[src/rtl/scsi_regcore_pkg.sv]
package scsi_regcore_pkg;

    // register indices
    localparam logic [3:0] REG_CNT_LO  = 4'd0;
    localparam logic [3:0] REG_CNT_MID = 4'd1;
    localparam logic [3:0] REG_FIFO    = 4'd2;
    localparam logic [3:0] REG_CMD     = 4'd3;
    localparam logic [3:0] REG_STAT    = 4'd4;
    localparam logic [3:0] REG_CAUSE   = 4'd5;
    localparam logic [3:0] REG_SEQ     = 4'd6;
    localparam logic [3:0] REG_FLAGS   = 4'd7;
    localparam logic [3:0] REG_CFG1    = 4'd8;
    localparam logic [3:0] REG_CNT_HI  = 4'd9;

    // opcodes (command byte bits 6:0)
    localparam logic [6:0] OP_NOP        = 7'h00;
    localparam logic [6:0] OP_FLUSH      = 7'h01;
    localparam logic [6:0] OP_BUS_RESET  = 7'h03;
    localparam logic [6:0] OP_XFER       = 7'h10;
    localparam logic [6:0] OP_MSG_ACC    = 7'h12;
    localparam logic [6:0] OP_SELECT     = 7'h41;
    localparam logic [6:0] OP_SELECT_ATN = 7'h42;
    localparam logic [6:0] OP_SEL_EN     = 7'h44;
    localparam logic [6:0] OP_SEL_DIS    = 7'h45;

    // interrupt cause codes
    localparam logic [7:0] CAUSE_RESET = 8'h80;
    localparam logic [7:0] CAUSE_DISC  = 8'h20;
    localparam logic [7:0] CAUSE_BSVC  = 8'h10;
    localparam logic [7:0] CAUSE_FDONE = 8'h08;

    localparam logic [2:0] SEQ_DONE        = 3'd4;
    localparam int         CFG1_NOREPORT_B = 6;
    localparam logic [7:0] CFG1_RESET_VAL  = 8'h07;

    typedef enum logic [1:0] {
        IRQ_KEEP,
        IRQ_RAISE,
        IRQ_RAISE_IF_REPORT
    } irq_act_e;

    typedef struct packed {
        logic       valid;
        logic       cause_we;
        logic [7:0] cause_val;
        logic       seq_clr;
        logic       fifo_clr;
        irq_act_e   irq;
        logic       stub;
    } cmd_action_t;

    function automatic logic [7:0] pack_status(input logic int_f, input logic tc);
        return {int_f, 2'b00, tc, 1'b0, 3'b000};
    endfunction

endpackage

[src/rtl/scsi_cmd_decode.sv]
module scsi_cmd_decode
    import scsi_regcore_pkg::*;
(
    input  logic [6:0]  op,
    output cmd_action_t act
);
    always_comb begin
        act.valid     = 1'b1;
        act.cause_we  = 1'b0;
        act.cause_val = 8'h00;
        act.seq_clr   = 1'b0;
        act.fifo_clr  = 1'b0;
        act.irq       = IRQ_KEEP;
        act.stub      = 1'b0;
        case (op)
            OP_NOP: ;
            OP_FLUSH: begin
                act.cause_we  = 1'b1;
                act.cause_val = CAUSE_FDONE;
                act.seq_clr   = 1'b1;
                act.fifo_clr  = 1'b1;
                act.irq       = IRQ_RAISE;
            end
            OP_BUS_RESET: begin
                act.cause_we  = 1'b1;
                act.cause_val = CAUSE_RESET;
                act.irq       = IRQ_RAISE_IF_REPORT;
            end
            OP_MSG_ACC: begin
                act.cause_we  = 1'b1;
                act.cause_val = CAUSE_DISC;
                act.seq_clr   = 1'b1;
                act.fifo_clr  = 1'b1;
                act.irq       = IRQ_RAISE;
            end
            OP_SEL_EN, OP_SEL_DIS: begin
                act.cause_we  = 1'b1;
                act.cause_val = 8'h00;
            end
            OP_XFER, OP_SELECT, OP_SELECT_ATN: act.stub = 1'b1;
            default: act.valid = 1'b0;
        endcase
    end
endmodule

[src/rtl/scsi_byte_fifo.sv]
module scsi_byte_fifo #(
    parameter int DEPTH = 16
) (
    input  logic                         clk,
    input  logic                         rst,
    input  logic                         clr,
    input  logic                         push,
    input  logic [7:0]                   din,
    input  logic                         pop,
    output logic [7:0]                   dout,
    output logic [$clog2(DEPTH+1)-1:0]   count
);
    localparam int PW = (DEPTH > 1) ? $clog2(DEPTH) : 1;
    localparam int CW = $clog2(DEPTH + 1);
    localparam logic [CW-1:0] LIMIT = CW'(DEPTH - 1);

    logic [7:0]    mem [DEPTH];
    logic [PW-1:0] wptr, rptr, wptr_nx, rptr_nx;
    logic          push_ok, pop_ok;

    assign push_ok = push && (count != LIMIT);
    assign pop_ok  = pop && (count != '0);
    assign dout    = (count != '0) ? mem[rptr] : 8'h00;

    generate
        if ((1 << PW) == DEPTH) begin : g_pow2_wrap
            assign wptr_nx = wptr + 1'b1;
            assign rptr_nx = rptr + 1'b1;
        end else begin : g_cmp_wrap
            assign wptr_nx = (wptr == PW'(DEPTH - 1)) ? '0 : wptr + 1'b1;
            assign rptr_nx = (rptr == PW'(DEPTH - 1)) ? '0 : rptr + 1'b1;
        end
    endgenerate

    always_ff @(posedge clk) begin
        if (push_ok) mem[wptr] <= din;
    end

    always_ff @(posedge clk) begin
        if (rst || clr) begin
            wptr  <= '0;
            rptr  <= '0;
            count <= '0;
        end else begin
            if (push_ok) wptr <= wptr_nx;
            if (pop_ok)  rptr <= rptr_nx;
            count <= count + CW'(push_ok) - CW'(pop_ok);
        end
    end


    fifo_bound_chk: assert property (@(posedge clk) disable iff (rst)
        count <= LIMIT);


    fifo_drop_chk: assert property (@(posedge clk) disable iff (rst)
        (push && !pop && !clr && count == LIMIT) |=> (count == LIMIT));
endmodule

[src/rtl/scsi_regcore.sv]
module scsi_regcore
    import scsi_regcore_pkg::*;
#(
    parameter int         FIFO_DEPTH = 16,
    parameter logic [7:0] CHIP_ID    = 8'hA2
) (
    input  logic       clk,
    input  logic       rst,
    input  logic       wr_en,
    input  logic       rd_en,
    input  logic [3:0] addr,
    input  logic [7:0] wdata,
    output logic [7:0] rdata,
    output logic       irq,
    input  logic       stub_done,
    output logic       cmd_go,
    output logic [6:0] cmd_go_op,
    output logic       cmd_go_dma
);
    localparam int CW = $clog2(FIFO_DEPTH + 1);

    logic [7:0]  cnt_lo_w, cnt_mid_w, cfg1_w, cmd_w;
    logic [7:0]  cnt_lo_r, cnt_mid_r, cause;
    logic [2:0]  seq;
    logic        tc, int_f;
    logic [7:0]  fifo_out;
    logic [CW-1:0] fifo_cnt;
    cmd_action_t act;
    logic        cmd_wr, cmd_ok, raise_cmd, ack_rd;

    scsi_cmd_decode u_dec (
        .op  (wdata[6:0]),
        .act (act)
    );

    assign cmd_wr    = wr_en && (addr == REG_CMD);
    assign cmd_ok    = cmd_wr && act.valid;
    assign ack_rd    = rd_en && (addr == REG_CAUSE);
    assign raise_cmd = (act.irq == IRQ_RAISE) ||
                       ((act.irq == IRQ_RAISE_IF_REPORT) && !cfg1_w[CFG1_NOREPORT_B]);

    scsi_byte_fifo #(.DEPTH(FIFO_DEPTH)) u_fifo (
        .clk   (clk),
        .rst   (rst),
        .clr   (cmd_ok && act.fifo_clr),
        .push  (wr_en && (addr == REG_FIFO)),
        .din   (wdata),
        .pop   (rd_en && (addr == REG_FIFO)),
        .dout  (fifo_out),
        .count (fifo_cnt)
    );

    always_ff @(posedge clk) begin
        if (rst) begin
            cnt_lo_w   <= '0;
            cnt_mid_w  <= '0;
            cfg1_w     <= CFG1_RESET_VAL;
            cmd_w      <= '0;
            cnt_lo_r   <= '0;
            cnt_mid_r  <= '0;
            cause      <= '0;
            seq        <= '0;
            tc         <= 1'b0;
            int_f      <= 1'b0;
            cmd_go     <= 1'b0;
            cmd_go_op  <= '0;
            cmd_go_dma <= 1'b0;
        end else begin
            cmd_go <= 1'b0;
            if (wr_en) begin
                case (addr)
                    REG_CNT_LO:  begin cnt_lo_w  <= wdata; tc <= 1'b0; end
                    REG_CNT_MID: begin cnt_mid_w <= wdata; tc <= 1'b0; end
                    REG_CFG1:    cfg1_w <= wdata;
                    default: ;
                endcase
            end
            if (cmd_ok) begin
                cmd_w <= wdata;
                if (wdata[7]) begin
                    cnt_lo_r  <= cnt_lo_w;
                    cnt_mid_r <= cnt_mid_w;
                end
                if (act.cause_we) cause <= act.cause_val;
                if (act.seq_clr)  seq   <= '0;
                if (raise_cmd)    int_f <= 1'b1;
                if (act.stub) begin
                    cmd_go     <= 1'b1;
                    cmd_go_op  <= wdata[6:0];
                    cmd_go_dma <= wdata[7];
                end
            end
            if (stub_done) begin
                tc    <= 1'b1;
                cause <= CAUSE_BSVC;
                seq   <= '0;
                int_f <= 1'b1;
            end
            // acknowledge read has the last word
            if (ack_rd) begin
                cause <= '0;
                tc    <= 1'b0;
                seq   <= SEQ_DONE;
                int_f <= 1'b0;
            end
        end
    end

    assign irq = int_f;

    always_comb begin
        case (addr)
            REG_CNT_LO:  rdata = cnt_lo_r;
            REG_CNT_MID: rdata = cnt_mid_r;
            REG_FIFO:    rdata = fifo_out;
            REG_CMD:     rdata = cmd_w;
            REG_STAT:    rdata = pack_status(int_f, tc);
            REG_CAUSE:   rdata = cause;
            REG_SEQ:     rdata = {5'b0, seq};
            REG_FLAGS:   rdata = 8'(fifo_cnt);
            REG_CFG1:    rdata = cfg1_w;
            REG_CNT_HI:  rdata = CHIP_ID;
            default:     rdata = 8'h00;
        endcase
    end


    ack_clears_chk: assert property (@(posedge clk) disable iff (rst)
        ack_rd |=> (!irq && cause == 8'h00 && seq == SEQ_DONE));


    count_image_chk: assert property (@(posedge clk) disable iff (rst)
        (wr_en && (addr == REG_CNT_LO || addr == REG_CNT_MID))
        |=> $stable({cnt_lo_r, cnt_mid_r}));


    busrst_quiet_chk: assert property (@(posedge clk) disable iff (rst)
        (cmd_wr && wdata[6:0] == OP_BUS_RESET && cfg1_w[CFG1_NOREPORT_B]
         && !int_f && !stub_done) |=> !irq);


    go_source_chk: assert property (@(posedge clk) disable iff (rst)
        cmd_go |-> $past(cmd_wr));


    unknown_op_chk: assert property (@(posedge clk) disable iff (rst)
        (cmd_wr && !act.valid && !stub_done && !rd_en)
        |=> (!cmd_go && $stable(cause) && $stable(cmd_w)));
endmodule

[config.mk]
export PLATFORM = sky130hd
export DESIGN_NAME = scsi_regcore
export DESIGN_NICKNAME = d
export VERILOG_FILES = /design/src/rtl/scsi_regcore_pkg.sv /design/src/rtl/scsi_cmd_decode.sv /design/src/rtl/scsi_byte_fifo.sv /design/src/rtl/scsi_regcore.sv
export SDC_FILE = /design/constraint.sdc
export NUM_CORES = 1
export LEC_CHECK = 0
export ABC_AREA = 1
export CORE_ASPECT_RATIO = 0.5
export CORE_MARGIN = 3
export CORE_UTILIZATION = 44
export CTS_BUF_LIST = sky130_fd_sc_hd__clkbuf_2 sky130_fd_sc_hd__clkbuf_4 sky130_fd_sc_hd__clkbuf_8
export CTS_CLUSTER_DIAMETER = 80
export DETAILED_ROUTE_END_ITERATION = 12
export GPL_TIMING_DRIVEN = 0
export HOLD_SLACK_MARGIN = 0.15
export SLEW_MARGIN = 10
export SYNTH_ARGS = -nofsm -noshare
export SYNTH_HDL_FRONTEND = slang
export SYNTH_SLANG_ARGS = --single-unit
[constraint.sdc]
create_clock -name clk -period 2.81 [get_ports clk]
set_input_delay 0.4215 -clock clk [delete_from_list [all_inputs] [get_ports clk]]
set_output_delay 0.4215 -clock clk [all_outputs]
set_load 0.02 [all_outputs]
Word-level counts from Yosys, hierarchy flattened
Memories as Yosys holds them, arrays and structs flattened. A register that Yosys moved wholly into a read port is not among the register bits.
Index checks and enable logic that the tools add are counted.
- $add $sub $neg: 4
- bitwise logic cells: 1
- multiplexer cells: 25
- equality and inequality tests: 20
- reductions and logical operators: 40
- operators with widths (operator ; count):
    one-hot mux 8 bit (10 select lines) ; 1
    one-hot mux 9 bit (4 select lines) ; 1
    equality test 7 bit, second input constant ; 4
    AND reduction 2 bit ; 10
    equality test 4 x 3 -> 1 bit, second input constant ; 4
    2-to-1 mux 5 bit ; 3
    equality test 7 x 5 -> 1 bit, second input constant ; 2
    2-to-1 mux 3 bit ; 4
    2-to-1 mux 1 bit ; 11
    nonzero test 2 bit ; 5
    OR reduction 2 bit ; 5
    logical AND 1 bit ; 9
    OR reduction 9 bit ; 1
    adder 4 x 1 -> 4 bit, second input constant ; 2
    equality test 4 x 2 -> 1 bit, second input constant ; 2
    equality test 4 bit, second input constant ; 2
    2-to-1 mux 4 bit ; 2
    2-to-1 mux 8 bit ; 1
    equality test 7 x 1 -> 1 bit, second input constant ; 1
    equality test 7 x 2 -> 1 bit, second input constant ; 1
    logical NOT 7 bit ; 1
    nonzero test 3 bit ; 2
    OR reduction 3 bit ; 2
    adder 5 x 1 -> 5 bit ; 1
    12 further kinds ; 13
- register bits: 81
- input bits: 17
- bits in writable memories: 128
- memories kept: 1
- word-level logic and storage cells: 108
- output and inout bits: 18
- memory list (memory ; depth ; width ; read ports ; clocked after Yosys merged registers in ; wr ports ; RTL line ; text):
    u_fifo.mem ; 16 ; 8 ; 1 ; 1 ; 1 ; scsi_byte_fifo.sv:17 ; logic [7:0] mem [DEPTH];

Depth between registers and ports, before layout
Gate-level depths: netlist of run 1.
- depth after elaboration: 9
- mapped depth: 16
- mapped depth without buffers: 16

Modules after synthesis
Synthesis of run 1 repeated with hierarchy kept, for this count alone.
- cell total of the unflattened synthesis: 1117
- area total of the unflattened synthesis: 9570.4 sq um
- by module, submodules not included (module ; cells an instance ; times used ; area each (sq um)):
    scsi_byte_fifo ; 625 ; 1 ; 6328.6
    scsi_regcore ; 440 ; 1 ; 3006.6
    scsi_cmd_decode ; 52 ; 1 ; 235.2

Worst setup path after synthesis of run 1
No wires, ideal clock.
- path kind: in2reg
- start point: in addr[3]
- end point: reg u_fifo.count[4]
- data required time: 2748 ps
- arrival: 2370 ps
- path buffers: 0
- cell stages on the path: 16
- slack: 378 ps
- cell sequence: nor2_2 > inv_2 > nor2_1 > o21ai_0 > inv_1 > nand2_1 > nor2_1 > inv_1 > nand2_1 > ha_1 > inv_1 > fa_1 > o21ai_0 > xor2_1 > inv_1 > nor2_2
- cells in the longest elaborated chain, start to end: 5
- elaborated cells between the ends (all ways): 12
- those cells by class: add/sub (2); eq/ne (2); reduce/logical (8)
- RTL lines (element ; RTL line ; text):
    start: declaration ; scsi_regcore.sv:11 ; input logic [3:0] addr,
    equality test 4 x 2 -> 1 bit, on equally long branches ; scsi_regcore.sv:46, scsi_regcore.sv:48, scsi_regcore.sv:36 ;
    logical AND 1 bit, on equally long branches ; scsi_regcore.sv:46, scsi_regcore.sv:36 ;
    logical AND 1 bit, on equally long branches ; scsi_byte_fifo.sv:21, scsi_regcore.sv:37 ;
    adder 5 x 1 -> 5 bit / logical AND 1 bit (equally long branches) ; scsi_byte_fifo.sv:47, scsi_regcore.sv:45 ;
    subtractor 5 x 1 -> 5 bit / logical OR 1 bit (equally long branches) ; scsi_byte_fifo.sv:47, scsi_byte_fifo.sv:40 ;
    end signal: assignment ; scsi_byte_fifo.sv:47 ; count <= count + CW'(push_ok) - CW'(pop_ok);
    end: declaration ; scsi_byte_fifo.sv:11 ; output logic [$clog2(DEPTH+1)-1:0] count
Several ways; a longest one is shown, not always the timed one.
A chain may end at the register's enable or synchronous reset.

==> results of run 1 <==
==> worst max-delay path: stages (launching register included) <==
cell	delay, ps
dfxtp_2	330
buf_8	150
inv_8	110
clkbuf_8	190
nor2_1	50
o221ai_1	220
nand3_2	120
nand2_1	140
nand2_1	60
nand2_1	80
clkdlybuf4s15_2	260
==> cell families after synthesis <==
logic type | Yosys count | synth area share [%]
compound gates | 200 | 13.9
xor+xnor | 6 | 0.580
fa+ha+maj | 12 | 1.74
buf+inv | 152 | 6.69
flops | 209 | 60.4
simple gates | 347 | 16.7
==> synthesized netlist by cell type, types with 3 or more instances <==
cell      instances
edfxtp_1        128
buf_1             4
inv_2             7
dfxtp_1          81
o21a_1            8
nand2_1         129
ha_1             11
nor2_2            8
o21bai_1         33
nand4_1          18
o21ai_0          68
o211ai_1         11
nand3_1          38
nor2_1          129
inv_1           100
a21oi_2           3
buf_6             3
o221ai_1         25
clkbuf_1         31
xor2_1            4
a21oi_1          39
nand2_2           6
o22ai_1           9
nor3_1            8
buf_2             4
==> per-stage QoR <==
stage	hold WS [ps]	setup slack [ps]	power [mW]	std cells
6_report	447	92.6	6.15	1280
4_1_cts	445	-7.11	6.17	1279
2_1_floorplan	422	378	3.56	926
3_5_place_dp	436	-520	3.73	1226
3_3_place_gp	431	-463	3.72	1226
5_1_grt	473	3.34	6.34	1280
==> where the power goes <==
part | internal [mW] | switching [mW]
logic | 0.125 | 0.252
registers | 3.27 | 0.0195
clock network | 1.30 | 1.18
total | 4.69 | 1.45
==> worst paths after layout <==
path / from / end / slack [ps]
max: flop / rdata[4] / 90
min: cmd_go_op[2] / cmd_go_op[2] / 450
max reg2reg: u_fifo.count[2] / u_fifo.count[4] / 320
min reg2reg: cmd_go_op[2] / cmd_go_op[2] / 450
==> placed cells by master, fill, tap and decap left out, types with 3 or more instances in the layout <==
cell type          n
clkbuf_4          11
xor2_1             4
nor2_4             3
o211ai_1          11
clkbuf_1           8
dfxtp_1           78
o21ai_0           64
o21a_1             8
clkbuf_8          43
nand2_2            8
nor2_1           128
a21oi_2            3
buf_2             12
edfxtp_1         128
o221ai_1          15
buf_6              3
o21bai_1          33
dlymetal6s2s_1     5
buf_1              3
nor2_2             7
nand4_1           18
buf_8              5
nand3_1           35
o221ai_2          10
ha_1              11
inv_1             99
clkinv_2           5
nand3_2            5
o22ai_1            9
buf_4              8
nand2_1          127
inv_2              6
clkinv_1           3
clkdlybuf4s50_1   21
a21oi_1           39
nor3_1             7
==> flip-flops by register name, summed over array words and instances (netlist names), 5 cells and up, named ones only <==
signal        flops
cmd_w             8
cmd_go_op         7
u_fifo.mem      128
cnt_lo_r          8
cnt_lo_w          8
cfg1_w            8
u_fifo.count      5
cnt_mid_r         8
cnt_mid_w         8
==> metal layers <==
layer  wire length [um]  global-route usage, %
met5                  0                      0
met4                808                   6.92
met3               1570                   3.52
met2              11400                   37.1
met1              11500                   31.2
==> final cells by class <==
cell class	count	share of cell area (%)
clock inverters	8	0.458
repair buffers	38	3.30
multi-input cells	565	29.0
flip-flops and latches	209	51.4
inverters	108	3.91
plain buffers	41	3.45
clock buffers	45	5.35
well taps	266	3.13
==> repair_timing <==
item | 4_1_cts | 5_1_grt
pin swaps | 6 | 9
endpoints found under the setup margin | 8 | 18
resized for setup | 94 | 38
setup buffers | 2 | 2
hold buffers | 0 | 0
==> summary.txt, run 1 <==
Status: complete, no violations
Hold depth: 2
CTS buffer count: 30
Critical path class: reg -> out
Vias in the first global route: 6,802
Average size of a mapped cell: 9.78 um^2
Slew of the pin with the lowest slew margin: 1180 ps
Critical Path Fanout Max: 10
Antenna Nets Post-Route: 0
DPL Wire Length: 16.7 mm
Flops & latches, synth: 209
Initial antenna violation count: 0
DRT Pass-1 Iters: 5
Net Count, Synth: 955
Fin nets: 1,022
Layout area overhead: 17.6%
DIE AREA: 0.0224 mm^2
Synth top area share: 42.4%
Routed WL: 25.4 mm
Grt ovf: 0
Ant diodes: 0
Clock tree buffer depth: 3
Initial Utilization: 45.7%
Die H: 107 um
Hold Crit Class: reg -> reg
Final number of hold-violating endpoints: 0
Starting DRT DRC Count: 680
Req. time, crit path: 2390 ps
Die W: 209 um
Worst setup SP type: flop
Via/cell ratio: 5.43
CP Data Arrival Time: 2300 ps
Reg area: 0.00547 mm^2
Tmin final: 2720 ps
# IOs: 35
Largest cells by area after synthesis: edfxtp_1 (42%), dfxtp_1 (18%), nand2_1 (5.3%)
Setup_tns: 0 ps
DRC Markers: 0
Placed cell area: 0.00973 mm^2
Largest net degree at the start of global routing: 24
GPL Wtd Cong: 0.943
Reg2reg path depth: 16
First-pass GRT wire length: 38.8 mm
Total global-route track usage: 22.6%
Filler instances: 1,771
Leak: 3.94 nW
# H-tree levels: 1
Final setup viols: 0
Async SR Flop Fraction: 0%
Power per Cell Area: 577 mW/mm^2
CTS tree: built
Root Buffer: clkbuf_8
Unrepaired setup endpoints after global routing: no
Core Region: 0.0198 mm^2
Core Util, Final: 53.7%
Synth Instances: 926
FP Rows: 36
Mapped Area: 0.00905 mm^2
Clk slew on worst S/H paths: 60 ps
Top FF cell, synth: edfxtp_1
Yosys warns: 0
Clk_lat worst skew: 580 ps
Vias: 6,953
Port Buf Inserts: 34
Routed len/inst: 19.8 um
Fmax: 0.368 GHz
Post-synthesis sequential area ratio: 60.4%
Post-synth EDFFs: 128
Maximum vdd ir drop: 0.318 mV
Multi-input combinational cell area: 0.00309 mm^2
Share of cells above drive strength 1: 14.5%
Netlist cell types: 41
Endpoint type of the worst setup path: output port
MaxCap Viol Count: 0
Period utilization: 96.7%
Post-synth top area cell: edfxtp_1
Final instance area: 0.0107 mm^2
Clk sinks: 209
Layout Skew: 18.4 ps
Slew headroom: 21.3%
Slew Limit Fails: 0
Power figures use the tool's default switching activity.
==> run 2, diff against run 1 <==
--- a/config.mk
+++ b/config.mk
@@ -8,12 +8,13 @@
 export ABC_AREA = 1
 export CORE_ASPECT_RATIO = 0.5
 export CORE_MARGIN = 3
-export CORE_UTILIZATION = 44
+export CORE_UTILIZATION = 55
 export CTS_BUF_LIST = sky130_fd_sc_hd__clkbuf_2 sky130_fd_sc_hd__clkbuf_4 sky130_fd_sc_hd__clkbuf_8
 export CTS_CLUSTER_DIAMETER = 80
 export DETAILED_ROUTE_END_ITERATION = 12
 export GPL_TIMING_DRIVEN = 0
 export HOLD_SLACK_MARGIN = 0.15
+export PLACE_DENSITY = 0.73
 export SLEW_MARGIN = 10
 export SYNTH_ARGS = -nofsm -noshare
 export SYNTH_HDL_FRONTEND = slang
==> summary.txt, run 2 (synthesized netlist as in run 1, its figures left out) <==
Status: complete, no violations
Routed WL: 24.2 mm (-4.5%)
Layout Skew: 10.7 ps (-7.69 ps)
MaxCap Viol Count: 0 (unchanged)
Max FFs per register: 128 (unchanged)
Initial Utilization: 57.4% (+12 points)
Critical Path Fanout Max: 10 (unchanged)
Fmax: 0.361 GHz (-1.9%)
Tmin final: 2770 ps (+52.5 ps)
Routed len/inst: 19.6 um (-1.1%)
Clk sinks: 209 (unchanged)
Clock tree buffer depth: 3 (unchanged)
Critical path class: reg -> out
Top sig layer: met4
Met1 WL: 10.2 mm (-11%)
Metal3 WL: 2.35 mm (+50%)
Endpoint type of the worst setup path: output port
Share of cells above drive strength 1: 13.6% (-0.90 points)
# IOs: 35 (unchanged)
Hold depth: 2 (unchanged)
DPL Wire Length: 15.9 mm (-4.8%)
First-pass GRT wire length: 37.1 mm (-4.6%)
DRT Pass-1 Iters: 6 (+1)
Largest net degree at the start of global routing: 24 (unchanged)
RR Endpoint: u_fifo.count[4]
GPL Wtd Cong: 0.963 (+2.1%)
Ant diodes: 0 (unchanged)
Worst hold path startpoint: cmd_go_op[2]
Root Buffer: clkbuf_8
Power Total: 6.18 mW (+0.58%)
Hold Crit Class: reg -> reg
Unrepaired setup endpoints after global routing: yes
Period utilization: 98.6% (+1.9 points)
Power per Cell Area: 588 mW/mm^2 (+1.8%)
Via/cell ratio: 5.69 (+4.8%)
Top reg by flops: u_fifo.mem
Hold Path Sink: cmd_go_op[2]
Slew of the pin with the lowest slew margin: 1230 ps (+49.4 ps)
Vias in the first global route: 6,730 (-1.1%)
Met2 WL: 11.0 mm (-3.7%)
Fin nets: 1,021 (-0.098%)
Leak: 3.89 nW (-1.4%)
Port Buf Inserts: 34 (unchanged)
Clk_lat worst skew: 560 ps (-20 ps)
CP Data Arrival Time: 2350 ps (+50 ps)
Reg2reg path depth: 16 (unchanged)
CTS tree: built
Worst hold slack: 449 ps (+2.61 ps)
Worst setup SP type: flop
CTS buffer count: 29 (-3.3%)
Core Region: 0.0158 mm^2 (-20%)
Req. time, crit path: 2390 ps (about the same)
# H-tree levels: 1 (unchanged)
Most frequent cells in the layout: nor2_1 (128), edfxtp_1 (128), nand2_1 (126)
Final setup viols: 0 (unchanged)
R2r setup slk: 220 ps (-100 ps)
Vias: 7,037 (+1.2%)
Maximum vdd ir drop: 0.451 mV (+42%)
Slew Limit Fails: 0 (unchanged)
Layout area overhead: 16.2%
Clk slew on worst S/H paths: 70 ps (about the same)
Total global-route track usage: 26.0% (+3.4 points)
Grt ovf: 0 (unchanged)
Antenna Nets Post-Route: 0 (unchanged)
R2R Path Start: u_fifo.count[3]
Initial antenna violation count: 0 (unchanged)
Core Util, Final: 66.7% (+13 points)
FP Rows: 32 (-11%)
Final number of hold-violating endpoints: 0 (unchanged)
DIE AREA: 0.0181 mm^2 (-19%)
# hold bufs at CTS: 0 (unchanged)
Die H: 96.7 um (-10%)
DRC Markers: 0 (unchanged)
Die W: 187 um (-10%)
Slew headroom: 17.9% (-3.4 points)
Starting DRT DRC Count: 888 (+31%)
==> run 2: cell types whose count changed in the layout (fill, tap and decap cells not counted), moves of 3 or more <==
cell / before / now
clkinv_1: 3 / 7
dlymetal6s2s_1: 5 / 2
clkbuf_8: 43 / 37
clkbuf_4: 11 / 16
clkbuf_2: 2 / 5
clkdlybuf4s50_1: 21 / 24
clkinv_2: 5 / 2
buf_8: 5 / 2
buf_2: 12 / 9
o221ai_1: 15 / 20
o221ai_2: 10 / 5
==> run 2: worst max path at each step <==
| stage | startpoint | to | slack, ps | cells after the start |
|---|---|---|---|---|
| after CTS | addr[2] | rdata[1] | 6 | 10 |
| after detailed placement | addr[2] | u_fifo.count[4] | -450 | 17 |
| final | flop | rdata[0] | 40 | 10 |
| after global routing | addr[2] | u_fifo.count[4] | -20 | 17 |
| after global placement | flop | rdata[2] | -380 | 9 |
| after floorplan | addr[3] | u_fifo.count[4] | 380 | 16 |
==> run 2: area by class of cell <==
class / count / area (um^2)
inverters: 108 / 417
repair buffers: 38 / 352
clock buffers: 43 / 517
multi-input cells: 565 / 3050
plain buffers: 41 / 335
clock inverters: 11 / 100
well taps: 221 / 277
flip-flops and latches: 209 / 5470
fillers: 1206 / 5260
==> run 2: stage by stage <==
stage | instances | TNS, ps | area (um^2) | worst slack (ps)
floorplan | 926 | 0 | 9050 | 378
global placement | 1181 | -17880 | 9670 | -379
detailed placement | 1181 | -24380 | 9670 | -454
CTS | 1233 | 0 | 10400 | 6.05
global route | 1236 | -22.8 | 10500 | -22.8
finish | 1236 | 0 | 10500 | 40.1
==> run 2: what timing repair did <==
action	CTS	global route
endpoints found under the setup margin	8	21
pin swaps	3	15
resized for setup	79	32
gates cloned	0	1
buffers inserted	0	3
==> run 2: metal layers <==
layer	up-vias	global-route usage, %
li1	3300	-
met1	3296	36.8
met2	376	41.5
met3	65	4.78
met4	0	7.26
met5	-	0
==> run 2: worst max-delay path, stage by stage, from the launching register on <==
cell and delay [ps]:
dfxtp_2 340, buf_6 150, inv_8 110, clkbuf_8 190
o21bai_1 80, o211ai_1 210, nand3_1 170, nand2_2 130
nand2_1 60, nand2_1 80, clkdlybuf4s15_2 260
==> run 2: report_power, final <==
part	internal [mW]	switching (mW)
registers	3.27	0.0199
clock network	1.36	1.15
logic	0.124	0.251
total	4.76	1.42
==> run 3, diff against run 2 <==
--- a/config.mk
+++ b/config.mk
@@ -8,13 +8,12 @@
 export ABC_AREA = 1
 export CORE_ASPECT_RATIO = 0.5
 export CORE_MARGIN = 3
-export CORE_UTILIZATION = 55
+export CORE_UTILIZATION = 25
 export CTS_BUF_LIST = sky130_fd_sc_hd__clkbuf_2 sky130_fd_sc_hd__clkbuf_4 sky130_fd_sc_hd__clkbuf_8
 export CTS_CLUSTER_DIAMETER = 80
 export DETAILED_ROUTE_END_ITERATION = 12
 export GPL_TIMING_DRIVEN = 0
 export HOLD_SLACK_MARGIN = 0.15
-export PLACE_DENSITY = 0.73
 export SLEW_MARGIN = 10
 export SYNTH_ARGS = -nofsm -noshare
 export SYNTH_HDL_FRONTEND = slang
==> summary.txt, run 3 (synthesized netlist as in run 1, its figures left out) <==
Clk slew on worst S/H paths: 60 ps (about the same)
DRT Pass-1 Iters: 5 (-1)
Vias in the first global route: 7,014 (+4.2%)
MaxCap Viol Count: 0 (unchanged)
Period utilization: 97.8% (-0.80 points)
DRC Markers: 0 (unchanged)
Routed len/inst: 17.2 um (-12%)
CP bufs+invs: 4 (unchanged)
Slew headroom: 23.5% (+5.7 points)
CTS tree: built
Reg2reg path depth: 16 (unchanged)
Endpoint type of the worst setup path: output port
GPL Wtd Cong: 0.918 (-4.7%)
Fmax: 0.364 GHz (+0.82%)
Starting DRT DRC Count: 814 (-8.3%)
Filler instances: 3,610 (+200%)
DIE AREA: 0.0387 mm^2 (+110%)
Tmin final: 2750 ps (-22.4 ps)
RR Endpoint: u_fifo.count[4]
Non-filler cells, final: 1,501 (+21%)
Ant diodes: 0 (unchanged)
DPL Wire Length: 17.4 mm (+9.7%)
R2R Path Start: u_fifo.count[2]
Maximum vdd ir drop: 0.234 mV (-48%)
Routed WL: 25.8 mm (+6.6%)
Setup WS pre-CTS: -460 ps (-5.62 ps)
Clock tree buffer depth: 3 (unchanged)
Dpl cells: 1,435 (+22%)
Via/cell ratio: 4.72 (-17%)
Hold Crit Class: reg -> reg
Top reg by flops: u_fifo.mem
Grt ovf: 0 (unchanged)
Die W: 275 um (+47%)
Worst setup SP type: flop
Total global-route track usage: 13.2% (-13 points)
# H-tree levels: 2 (+1)
R2r setup slk: 250 ps (+30 ps)
Largest net degree at the start of global routing: 24 (unchanged)
Reg area: 0.00547 mm^2 (about the same)
Vias: 7,090 (+0.75%)
Layout area overhead: 21.3%
Clk sinks: 209 (unchanged)
Worst Setup Slack, final: 62.5 ps (+22.4 ps)
Core Region: 0.0351 mm^2 (+120%)
Final number of hold-violating endpoints: 0 (unchanged)
Core Util, Final: 31.3% (-35 points)
FP Rows: 48 (+50%)
Initial Utilization: 25.8% (-32 points)
Critical path class: reg -> out
Port Buf Inserts: 34 (unchanged)
CP Data Arrival Time: 2330 ps (-20 ps)
Slew of the pin with the lowest slew margin: 1140 ps (-82.9 ps)
Critical Path Fanout Max: 10 (unchanged)
Status: complete, no violations
Req. time, crit path: 2390 ps (about the same)
Hold Path Sink: cmd_go_op[2]
Layout Skew: 43.8 ps (+33.1 ps)
Fin nets: 1,032 (+1.1%)
Clk_lat worst skew: 530 ps (-30 ps)
Hold depth: 2 (unchanged)
Top delay family on crit path: buffers and inverters
Antenna Nets Post-Route: 0 (unchanged)
Die H: 141 um (+45%)
CTS buffer count: 36 (+24%)
Unrepaired setup endpoints after global routing: yes
Crit path top cell by count: nand2_1
Slew Limit Fails: 0 (unchanged)
Worst-path cell chain: buf_6 -> buf_4 -> buf_8 -> nor2_1 -> o221ai_2 -> nand3_1 -> nand2_1 -> nand2_1 -> nand2_1 -> clkdlybuf4s15_2
Most frequent cells in the layout: nor2_1 (128), edfxtp_1 (128), nand2_1 (127)
Final setup viols: 0 (unchanged)
Max FFs per register: 128 (unchanged)
Share of cells above drive strength 1: 15.3% (+1.7 points)
Worst hold path startpoint: cmd_go_op[2]
CP max stage delay: 340 ps (about the same)
Leak: 3.95 nW (+1.5%)
Multi-input combinational cell area: 0.00309 mm^2 (+1.3%)
Slowest CP cell: dfxtp_2
# IOs: 35 (unchanged)
Power per Cell Area: 577 mW/mm^2 (-1.8%)
First-pass GRT wire length: 39.7 mm (+7.0%)
Root Buffer: clkbuf_8
Initial antenna violation count: 0 (unchanged)
## run 3: cell count changes in the layout (fill, tap and decap cells not counted), sizes merged
| cell | change |
|---|---|
| clkdlybuf4s50 | -2 |
| clkbuf | +9 |
| inv | +1 |
| bufinv | -2 |
| buf | +1 |
| dlymetal6s2s | +2 |
| clkdlybuf4s15 | +2 |
| clkinvlp | +1 |
| clkinv | -1 |
## run 3: stage by stage
| step | hold slack (ps) | setup TNS [ps] | instance area, um^2 | power (mW) |
|---|---|---|---|---|
| floorplan | 422 | 0 | 9050 | 3.56 |
| global placement | 424 | -24390 | 9990 | 3.71 |
| detailed placement | 430 | -27040 | 9990 | 3.73 |
| CTS | 441 | 0 | 10900 | 6.38 |
| global route | 466 | -55.0 | 11000 | 6.56 |
| finish | 438 | 0 | 11000 | 6.34 |
## run 3: metal layers
metal | routed length (um) | GRT usage (%) | vias to the layer above
li1 | - | - | 3321
met1 | 11200 | 17.5 | 3436
met2 | 11900 | 21.7 | 272
met3 | 2010 | 2.76 | 61
met4 | 671 | 4.13 | 0
met5 | 0 | 0 | -
## run 3: power by group
part	switching (mW)	internal (mW)	leakage [nW]	total, mW
sequential	0.0207	3.28	1.81	3.30
clock	1.22	1.44	0.361	2.66
combinational	0.255	0.126	1.78	0.380
total	1.50	4.84	3.95	6.34
## run 3: area by class of cell
cell class              instances  share of cell area, %
plain buffers                  42                   2.95
multi-input cells             565                   28.1
well taps                     475                   5.41
repair buffers                 41                   3.65
clock buffers                  51                   5.71
inverters                     108                   3.77
clock inverters                10                  0.535
flip-flops and latches        209                   49.8
## run 3: worst reg2reg max path, stage by stage (launching register included)
cell	delay, ps
dfxtp_1	370
inv_1	100
ha_1	200
nand3_1	70
o21ai_0	70
inv_1	110
nand2_1	160
nor2_2	160
inv_1	70
nand2_1	60
ha_1	170
inv_1	60
fa_1	400
o21ai_1	190
xor2_1	160
inv_1	70
nor2_2	100
## run 3: worst max path at each step
| stage | to | slack, ps | cells after the start |
|---|---|---|---|
| finish | rdata[6] | 60 | 10 |
| global route | u_fifo.count[4] | -30 | 17 |
| CTS | rdata[6] | 20 | 8 |
| detailed placement | cnt_lo_r[4] | -460 | 13 |
| global placement | u_fifo.mem[7][0] | -440 | 8 |
| floorplan | u_fifo.count[4] | 380 | 16 |
## run 3: timing repair
item / 4_1_cts / 5_1_grt
buffers inserted: 0 / 7
pin swaps: 2 / 10
gates resized for setup: 85 / 34
endpoints found under the setup margin: 8 / 36
hold buffers: 0 / 0
